===== src/rtl/syncser_pkg.sv =====
package syncser_pkg;
  localparam int STATES_PER_CYC   = 6;
  localparam int PHASES_PER_STATE = 2;
  localparam int SLOTS_PER_CYC    = STATES_PER_CYC * PHASES_PER_STATE;
  localparam int SLOT_W           = $clog2(SLOTS_PER_CYC);

  function automatic int slot_of(input int st, input int ph);
    return (st - 1) * PHASES_PER_STATE + (ph - 1);
  endfunction

  localparam int SLOT_SAMPLE  = slot_of(5, 2);
  localparam int SLOT_SHIFT   = slot_of(6, 2);
  localparam int SLOT_LO_FROM = slot_of(3, 1);
  localparam int SLOT_LO_TO   = slot_of(5, 2);

  typedef enum logic [2:0] {
    ST_IDLE,
    ST_TX_WAIT1,
    ST_TX_WAIT2,
    ST_TX,
    ST_RX_WAIT1,
    ST_RX_WAIT2,
    ST_RX
  } port_st_e;
endpackage


===== src/rtl/syncser_slotctr.sv =====
module syncser_slotctr
  import syncser_pkg::*;
#(
  parameter int SLOTS = SLOTS_PER_CYC
) (
  input  logic              clk,
  input  logic              rst_n,
  output logic [SLOT_W-1:0] slot,
  output logic              wrap
);
  assign wrap = (slot == SLOT_W'(SLOTS - 1));

  always_ff @(posedge clk or negedge rst_n) begin
    if (!rst_n)    slot <= '0;
    else if (wrap) slot <= '0;
    else           slot <= slot + 1'b1;
  end
endmodule


===== src/rtl/syncser_txsr.sv =====
module syncser_txsr #(
  parameter int DW = 8
) (
  input  logic          clk,
  input  logic          rst_n,
  input  logic          load,
  input  logic          shift,
  input  logic [DW-1:0] din,
  output logic          bit_o,
  output logic          near_end
);
  logic [DW:0] sr;

  // marker 1 above the byte; zeros fill from the top on every shift
  always_ff @(posedge clk or negedge rst_n) begin
    if (!rst_n)     sr <= '0;
    else if (load)  sr <= {1'b1, din};
    else if (shift) sr <= {1'b0, sr[DW:1]};
  end

  assign bit_o    = sr[0];
  assign near_end = sr[1] && (sr[DW:2] == '0);
endmodule


===== src/rtl/syncser_rxsr.sv =====
module syncser_rxsr #(
  parameter int DW = 8
) (
  input  logic          clk,
  input  logic          rst_n,
  input  logic          preload,
  input  logic          shift,
  input  logic          sample_i,
  output logic          marker_top,
  output logic [DW-1:0] word_o
);
  logic [DW-1:0] sr;
  logic [DW-1:0] nxt;

  assign nxt = {sr[DW-2:0], sample_i};

  always_ff @(posedge clk or negedge rst_n) begin
    if (!rst_n)       sr <= '1;
    else if (preload) sr <= {{(DW-1){1'b1}}, 1'b0};
    else if (shift)   sr <= nxt;
  end

  assign marker_top = ~sr[DW-1];

  // first sampled bit ends up at the top: reverse for LSB-first order
  for (genvar i = 0; i < DW; i++) begin : g_rev
    assign word_o[i] = nxt[DW-1-i];
  end
endmodule


===== src/rtl/syncser_port.sv =====
module syncser_port
  import syncser_pkg::*;
#(
  parameter int DW = 8
) (
  input  logic          clk,
  input  logic          rst_n,
  input  logic          tx_valid,
  output logic          tx_ready,
  input  logic [DW-1:0] tx_data,
  output logic          tx_done,
  input  logic          rx_en,
  output logic          rx_valid,
  input  logic          rx_ready,
  output logic [DW-1:0] rx_data,
  input  logic          sd_i,
  output logic          sd_o,
  output logic          sd_oe,
  output logic          sclk_o
);
  logic [SLOT_W-1:0] slot;
  logic              cyc_end;
  port_st_e          st;
  logic              tx_fire, rx_start;
  logic              tx_bit, tx_near_end;
  logic              rx_marker;
  logic [DW-1:0]     rx_word;
  logic              pin_smp;
  logic              active, clk_lo_slot;

  syncser_slotctr #(.SLOTS(SLOTS_PER_CYC)) u_slot (
    .clk   (clk),
    .rst_n (rst_n),
    .slot  (slot),
    .wrap  (cyc_end)
  );

  assign tx_ready = (st == ST_IDLE);
  assign tx_fire  = tx_valid && tx_ready;
  assign rx_start = rx_en && !rx_valid && (st == ST_IDLE) && !tx_fire;

  syncser_txsr #(.DW(DW)) u_tx (
    .clk      (clk),
    .rst_n    (rst_n),
    .load     (tx_fire),
    .shift    ((st == ST_TX) && cyc_end),
    .din      (tx_data),
    .bit_o    (tx_bit),
    .near_end (tx_near_end)
  );

  syncser_rxsr #(.DW(DW)) u_rx (
    .clk        (clk),
    .rst_n      (rst_n),
    .preload    ((st == ST_RX_WAIT2) && cyc_end),
    .shift      ((st == ST_RX) && cyc_end),
    .sample_i   (pin_smp),
    .marker_top (rx_marker),
    .word_o     (rx_word)
  );

  always_ff @(posedge clk or negedge rst_n) begin
    if (!rst_n)                            pin_smp <= 1'b1;
    else if (slot == SLOT_W'(SLOT_SAMPLE)) pin_smp <= sd_i;
  end

  always_ff @(posedge clk or negedge rst_n) begin
    if (!rst_n) begin
      st       <= ST_IDLE;
      tx_done  <= 1'b0;
      rx_valid <= 1'b0;
      rx_data  <= '0;
    end else begin
      if (rx_valid && rx_ready) rx_valid <= 1'b0;
      unique case (st)
        ST_IDLE: begin
          if (tx_fire) begin
            tx_done <= 1'b0;
            st      <= cyc_end ? ST_TX_WAIT2 : ST_TX_WAIT1;
          end else if (rx_start) begin
            st      <= cyc_end ? ST_RX_WAIT2 : ST_RX_WAIT1;
          end
        end
        ST_TX_WAIT1: if (cyc_end) st <= ST_TX_WAIT2;
        ST_TX_WAIT2: if (cyc_end) st <= ST_TX;
        ST_TX: begin
          if (cyc_end && tx_near_end) begin
            st      <= ST_IDLE;
            tx_done <= 1'b1;
          end
        end
        ST_RX_WAIT1: if (cyc_end) st <= ST_RX_WAIT2;
        ST_RX_WAIT2: if (cyc_end) st <= ST_RX;
        ST_RX: begin
          if (cyc_end && rx_marker) begin
            st       <= ST_IDLE;
            rx_valid <= 1'b1;
            rx_data  <= rx_word;
          end
        end
        default: st <= ST_IDLE;
      endcase
    end
  end

  assign active      = (st == ST_TX) || (st == ST_RX);
  assign clk_lo_slot = (slot >= SLOT_W'(SLOT_LO_FROM)) && (slot <= SLOT_W'(SLOT_LO_TO));
  assign sclk_o      = !(active && clk_lo_slot);
  assign sd_oe       = (st == ST_TX);
  assign sd_o        = sd_oe ? tx_bit : 1'b1;
endmodule


===== config.mk =====
export PLATFORM = sky130hd
export DESIGN_NAME = syncser_port
export DESIGN_NICKNAME = d
export VERILOG_FILES = /design/src/rtl/syncser_pkg.sv /design/src/rtl/syncser_slotctr.sv /design/src/rtl/syncser_txsr.sv /design/src/rtl/syncser_rxsr.sv /design/src/rtl/syncser_port.sv
export SDC_FILE = /design/constraint.sdc
export NUM_CORES = 1
export LEC_CHECK = 0
export CORE_MARGIN = 2
export CORE_UTILIZATION = 41
export CTS_CLUSTER_DIAMETER = 40
export CTS_CLUSTER_SIZE = 14
export DETAILED_ROUTE_END_ITERATION = 10
export HOLD_SLACK_MARGIN = 0.03
export SLEW_MARGIN = 25
export SYNTH_ARGS = -nofsm -noshare
export SYNTH_HDL_FRONTEND = slang
export SYNTH_SLANG_ARGS = --single-unit

===== constraint.sdc =====
create_clock -name clk -period 6.04 [get_ports clk]
set_clock_uncertainty 0.2 [all_clocks]
set_input_delay 1.208 -clock clk [delete_from_list [all_inputs] [get_ports clk]]
set_output_delay 1.208 -clock clk [all_outputs]
set_load 0.03 [all_outputs]

**Yosys cells after proc, flatten, opt, wreduce, memory -nomap -nowiden**

Cells that the tools add are included.

- Bits in registers: 35
- Output and inout bits: 14

- Eq/ne operators: 16
- Muxes and demuxes: 23
- Magnitude comparators: 2
- Bitwise gates (word level): 1
- Add/subtract/negate cells: 1
- Reductions and logical operators: 25

Operators by type and width:

| operator | number |
|---|---|
| $mux 3 | 8 |
| $pmux 3 s7 | 1 |
| $mux 9 | 2 |
| $mux 8 | 2 |
| $logic_and 1x1->1 | 13 |
| $eq 3x3->1 const B | 3 |
| $eq 4x4->1 const B | 2 |
| $ne 2x2->1 const B | 4 |
| $logic_not 7->1 | 1 |
| $mux 1 | 7 |
| $reduce_and 7->1 | 1 |
| $eq 3x2->1 const B | 2 |
| $ne 2x1->1 const B | 3 |
| $reduce_bool 2->1 | 3 |
| $add 4x1->4 const B | 1 |
| $ge 4x3->1 const B | 1 |
| $le 4x4->1 const B | 1 |
| $mux 4 | 1 |
| $eq 3x1->1 const B | 1 |
| $logic_not 1->1 | 3 |
| $logic_not 3->1 | 1 |
| $ne 3x1->1 const B | 1 |
| $reduce_and 3->1 | 1 |
| $mux 2 | 1 |
| other kinds (4) | 4 |

**Longest topological paths before layout**

- Depth in word-level cells: 7
- Depth in mapped cells: 11

**Modules after synthesis**

A second synthesis with hierarchy kept.

- Cells, all modules: 161
- Area total of the unflattened synthesis: 1840.5 sq um

Modules (own cells, without submodules):

| module | instances | cells each | area an instance (sq um) |
|---|---|---|---|
| syncser_port | 1 | 72 | 840.8 |
| syncser_txsr | 1 | 40 | 422.9 |
| syncser_rxsr | 1 | 35 | 396.6 |
| syncser_slotctr | 1 | 14 | 180.2 |

**Least setup slack after synthesis**

No wires, ideal clock.

- Path kind: register to output
- Start: reg st[2]
- End: out sd_o
- Path buffers: 1
- Arrival: 1.204 ns
- Cell stages (with the launch flop): 4
- Path slack: 3.428 ns
- Path through: dfrtp_1 buf_2 nand3b_1 or2_2

- Cells in the longest elaborated chain, start to end: 2

Ends and longest elaborated chain:

| item | line | source |
|---|---|---|
| start, declared | syncser_port.sv:23 | `port_st_e st;` |
| start signal, assigned | syncser_port.sv:79 | `st <= cyc_end ? ST_TX_WAIT2 : ST_TX_WAIT1;` |
| start signal, assigned | syncser_port.sv:81 | `st <= cyc_end ? ST_RX_WAIT2 : ST_RX_WAIT1;` |
| $eq 3x2->1 | syncser_port.sv:109 | `assign sd_oe = (st == ST_TX);` |
| $mux 1 | syncser_port.sv:110 | `assign sd_o = sd_oe ? tx_bit : 1'b1;` |
| end, declared | syncser_port.sv:17 | `output logic sd_o,` |

No other way between the ends.

**Final worst setup path**

- Start: reg st[1]
- End: out sd_o

The elaborated chain is that of the path after synthesis.

==> run metrics <==
die height=69.9 um; row count=23; Hold WC Path Type=reg2reg; # hold bufs at CTS=0; pin count of the biggest net entering global routing=36; critical path arrival=2400 ps; GRT Util Overall=15.1%; critical path peak fanout=22; sequential fraction of the synthesis area=49.8%; diode count=0; Max Slew Vio Count=0; area post-placement=2080 um^2; Leak=0.892 nW; mapped cell area=1780 um^2; met2 WL post-DR=1390 um; nets=211; Final Hold Fails=0; total setup buffers inserted after CTS=0; post-cts resize count=0; DRT Pass-1 Iters=4; worst stage delay on the critical path=780 ps; fin crit period=3810 ps; via count=1,262; flop and latch count out of synthesis=35; die area=4890 um^2; run status=finished clean; crit share post-route=63.1%; CTS tree=yes; CP cell instances=nand3b_1, or2_2, clkdlybuf4s50_1; I/O pin total=28; Pwr Density=227 nW/um^2; share of cells above drive strength 1=17.5%; most common cell after layout, fill and taps aside=clkdlybuf4s50_1; CP max-delay cell=dfrtp_1; Sink Count=35; asr flop ratio synth=100%; Final Setup Violations=0; Worst setup SP type=register; post-route ant nets=0; Mapped Cells=165; initial antenna violation count=0; Max-Slew Margin vs Limit=54.4%; RePlAce Congestion=0.744; Yosys warning total=0; CP top delay family=flip-flops; Crit Path Category=reg2out; Worst setup EP type=output pin; vias in the first global route=1,226; grt ovf=0; Synth cell types=43; H-Tree Level Count=2; setup TNS=0 ps; Root Buffer=clkbuf_8; Max-cap violations=0; Die X=69.9 um; number of I/O port buffers=27; design area=2210 um^2; DRC Markers=0; Starting DRT DRC Count=85; Routed wire per std cell=14.0 um; FMAX=262 MHz; Required @ worst endpoint=4630 ps; first-pass GRT wire length=5840 um; drt total wl=3410 um; Buf/Inv on CP=1; Mean Syn Cell Area=10.8 um^2; dominant synthesized flop cell=dfrtp_1; post-synth net total=183; RSZ-0062 raised after global routing=false; met1 wire length=1790 um; Peak VDD IR=139 uV; TritonCTS Buffers=5; measured slew at the worst slew-check pin=684 ps; Final HPWL DP=2210 um; Clock transition at path regs=70 ps; CORE AREA=4090 um^2; Clock Path Buffers=2; Initial Util=43.6%; Vias/cell=5.17; Post-synth EDFFs=0; met3 wire len=171 um; clock latency on the worst-skew pair=290 ps; P&R area growth vs syn=24.2%; top routing layer used=met4; most frequent cells in the layout=27 x clkdlybuf4s50_1, 26 x dfrtp_1, 13 x nand2_1
cell usage after synthesis, types with 2 or more instances:
| cell type | count | share of area [%] |
|---|---|---|
| nor2b_1 | 2 | 0.70 |
| dfstp_2 | 9 | 13 |
| nand2_1 | 13 | 2.7 |
| o21ai_1 | 3 | 0.84 |
| nand2b_1 | 2 | 0.70 |
| nand3b_1 | 2 | 0.84 |
| nor4b_1 | 2 | 0.98 |
| nor3_1 | 2 | 0.56 |
| mux2i_1 | 9 | 5.1 |
| a21oi_1 | 9 | 2.5 |
| dfrtp_1 | 26 | 37 |
| buf_2 | 3 | 0.84 |
| mux2_4 | 8 | 6.7 |
| o21ai_0 | 12 | 3.4 |
| ha_1 | 4 | 2.8 |
| nor2_1 | 11 | 2.3 |
| o22ai_1 | 10 | 3.5 |
| nand3_1 | 4 | 1.1 |
| inv_1 | 10 | 2.1 |
state kept, by name, summed over array words and instances, names as in the netlist:
name / cells
u_slot.slot: 4
rx_data: 8
st: 3
u_rx.sr: 8
pin_smp: 1
tx_done: 1
u_tx.sr: 9
rx_valid: 1
final cells by class:
cell class	instances	area (um^2)
Tap cell	50	62.6
Multi-Input combinational cell	112	812
Clock buffer	6	72.6
Clock inverter	2	60.1
Inverter	11	41.3
Fill cell	364	1870
Sequential cell	35	887
Timing Repair Buffer	28	278
path summary, 6_finish.rpt:
| path | startpoint | cells past startpoint | to | slack (ps) |
|---|---|---|---|---|
| max in group asynchronous | rst_n | 2 | u_rx.sr[7]$_DFFE_PN1P_ | 4180 |
| min reg2reg | rx_valid$_DFF_PN0_ | 1 | rx_valid$_DFF_PN0_ | 310 |
| max | st[1]$_DFFE_PN0P_ | 3 | sd_o | 2230 |
| min | rx_valid$_DFF_PN0_ | 1 | rx_valid$_DFF_PN0_ | 310 |
| min in group asynchronous | rst_n | 2 | st[0]$_DFFE_PN0P_ | 1120 |
| max reg2reg | st[1]$_DFFE_PN0P_ | 8 | st[0]$_DFFE_PN0P_ | 3320 |
cell families (layout without fill, tap and decap cells):
family | Yosys count | in the layout | synth area share, %
AOI/OAI and AO/OA | 41 | 41 | 13.8
xor gates and xnor gates | 2 | 2 | 0.983
adders and majority gates | 4 | 4 | 2.81
buffers and inverters | 18 | 47 | 4.63
DFF | 35 | 35 | 49.8
muxes | 18 | 18 | 12.4
and+or+nand+nor | 47 | 47 | 15.5
metrics by stage:
stage          total power, mW  hold slack [ps]  instances  setup slack (ps)  util, %
6_report                 0.502              310        244              2230     54.2
3_3_place_gp             0.254              288        236              2630     50.9
5_1_grt                  0.518              335        244              2090     54.2
4_1_cts                  0.506              315        244              2240     54.2
3_5_place_dp             0.255              293        236              2570     50.9
2_1_floorplan            0.241              277        165              3430        -
worst register-to-register path, delay by kind of cell, from the launching register on:
kind,cells,cell delay (ps)
adders and majority gates,1,340
buffers and inverters,1,70
muxes,1,80
DFF,1,640
and+or+nand+nor,4,1210
AOI/OAI and AO/OA,1,60
power breakdown:
part / total (mW) / internal, mW / switching, mW
Combinational: 0.0145 / 0.00830 / 0.00620
Sequential: 0.235 / 0.235 / 0.000256
Clock: 0.252 / 0.165 / 0.0866
Total: 0.502 / 0.408 / 0.0931
routing by layer:
metal	up-vias	GRT usage [%]
li1	635	-
met1	592	21.2
met2	27	21.2
met3	8	5.05
met4	0	6.41
met5	-	0
Note: power is estimated with default switching activity, not from simulation.
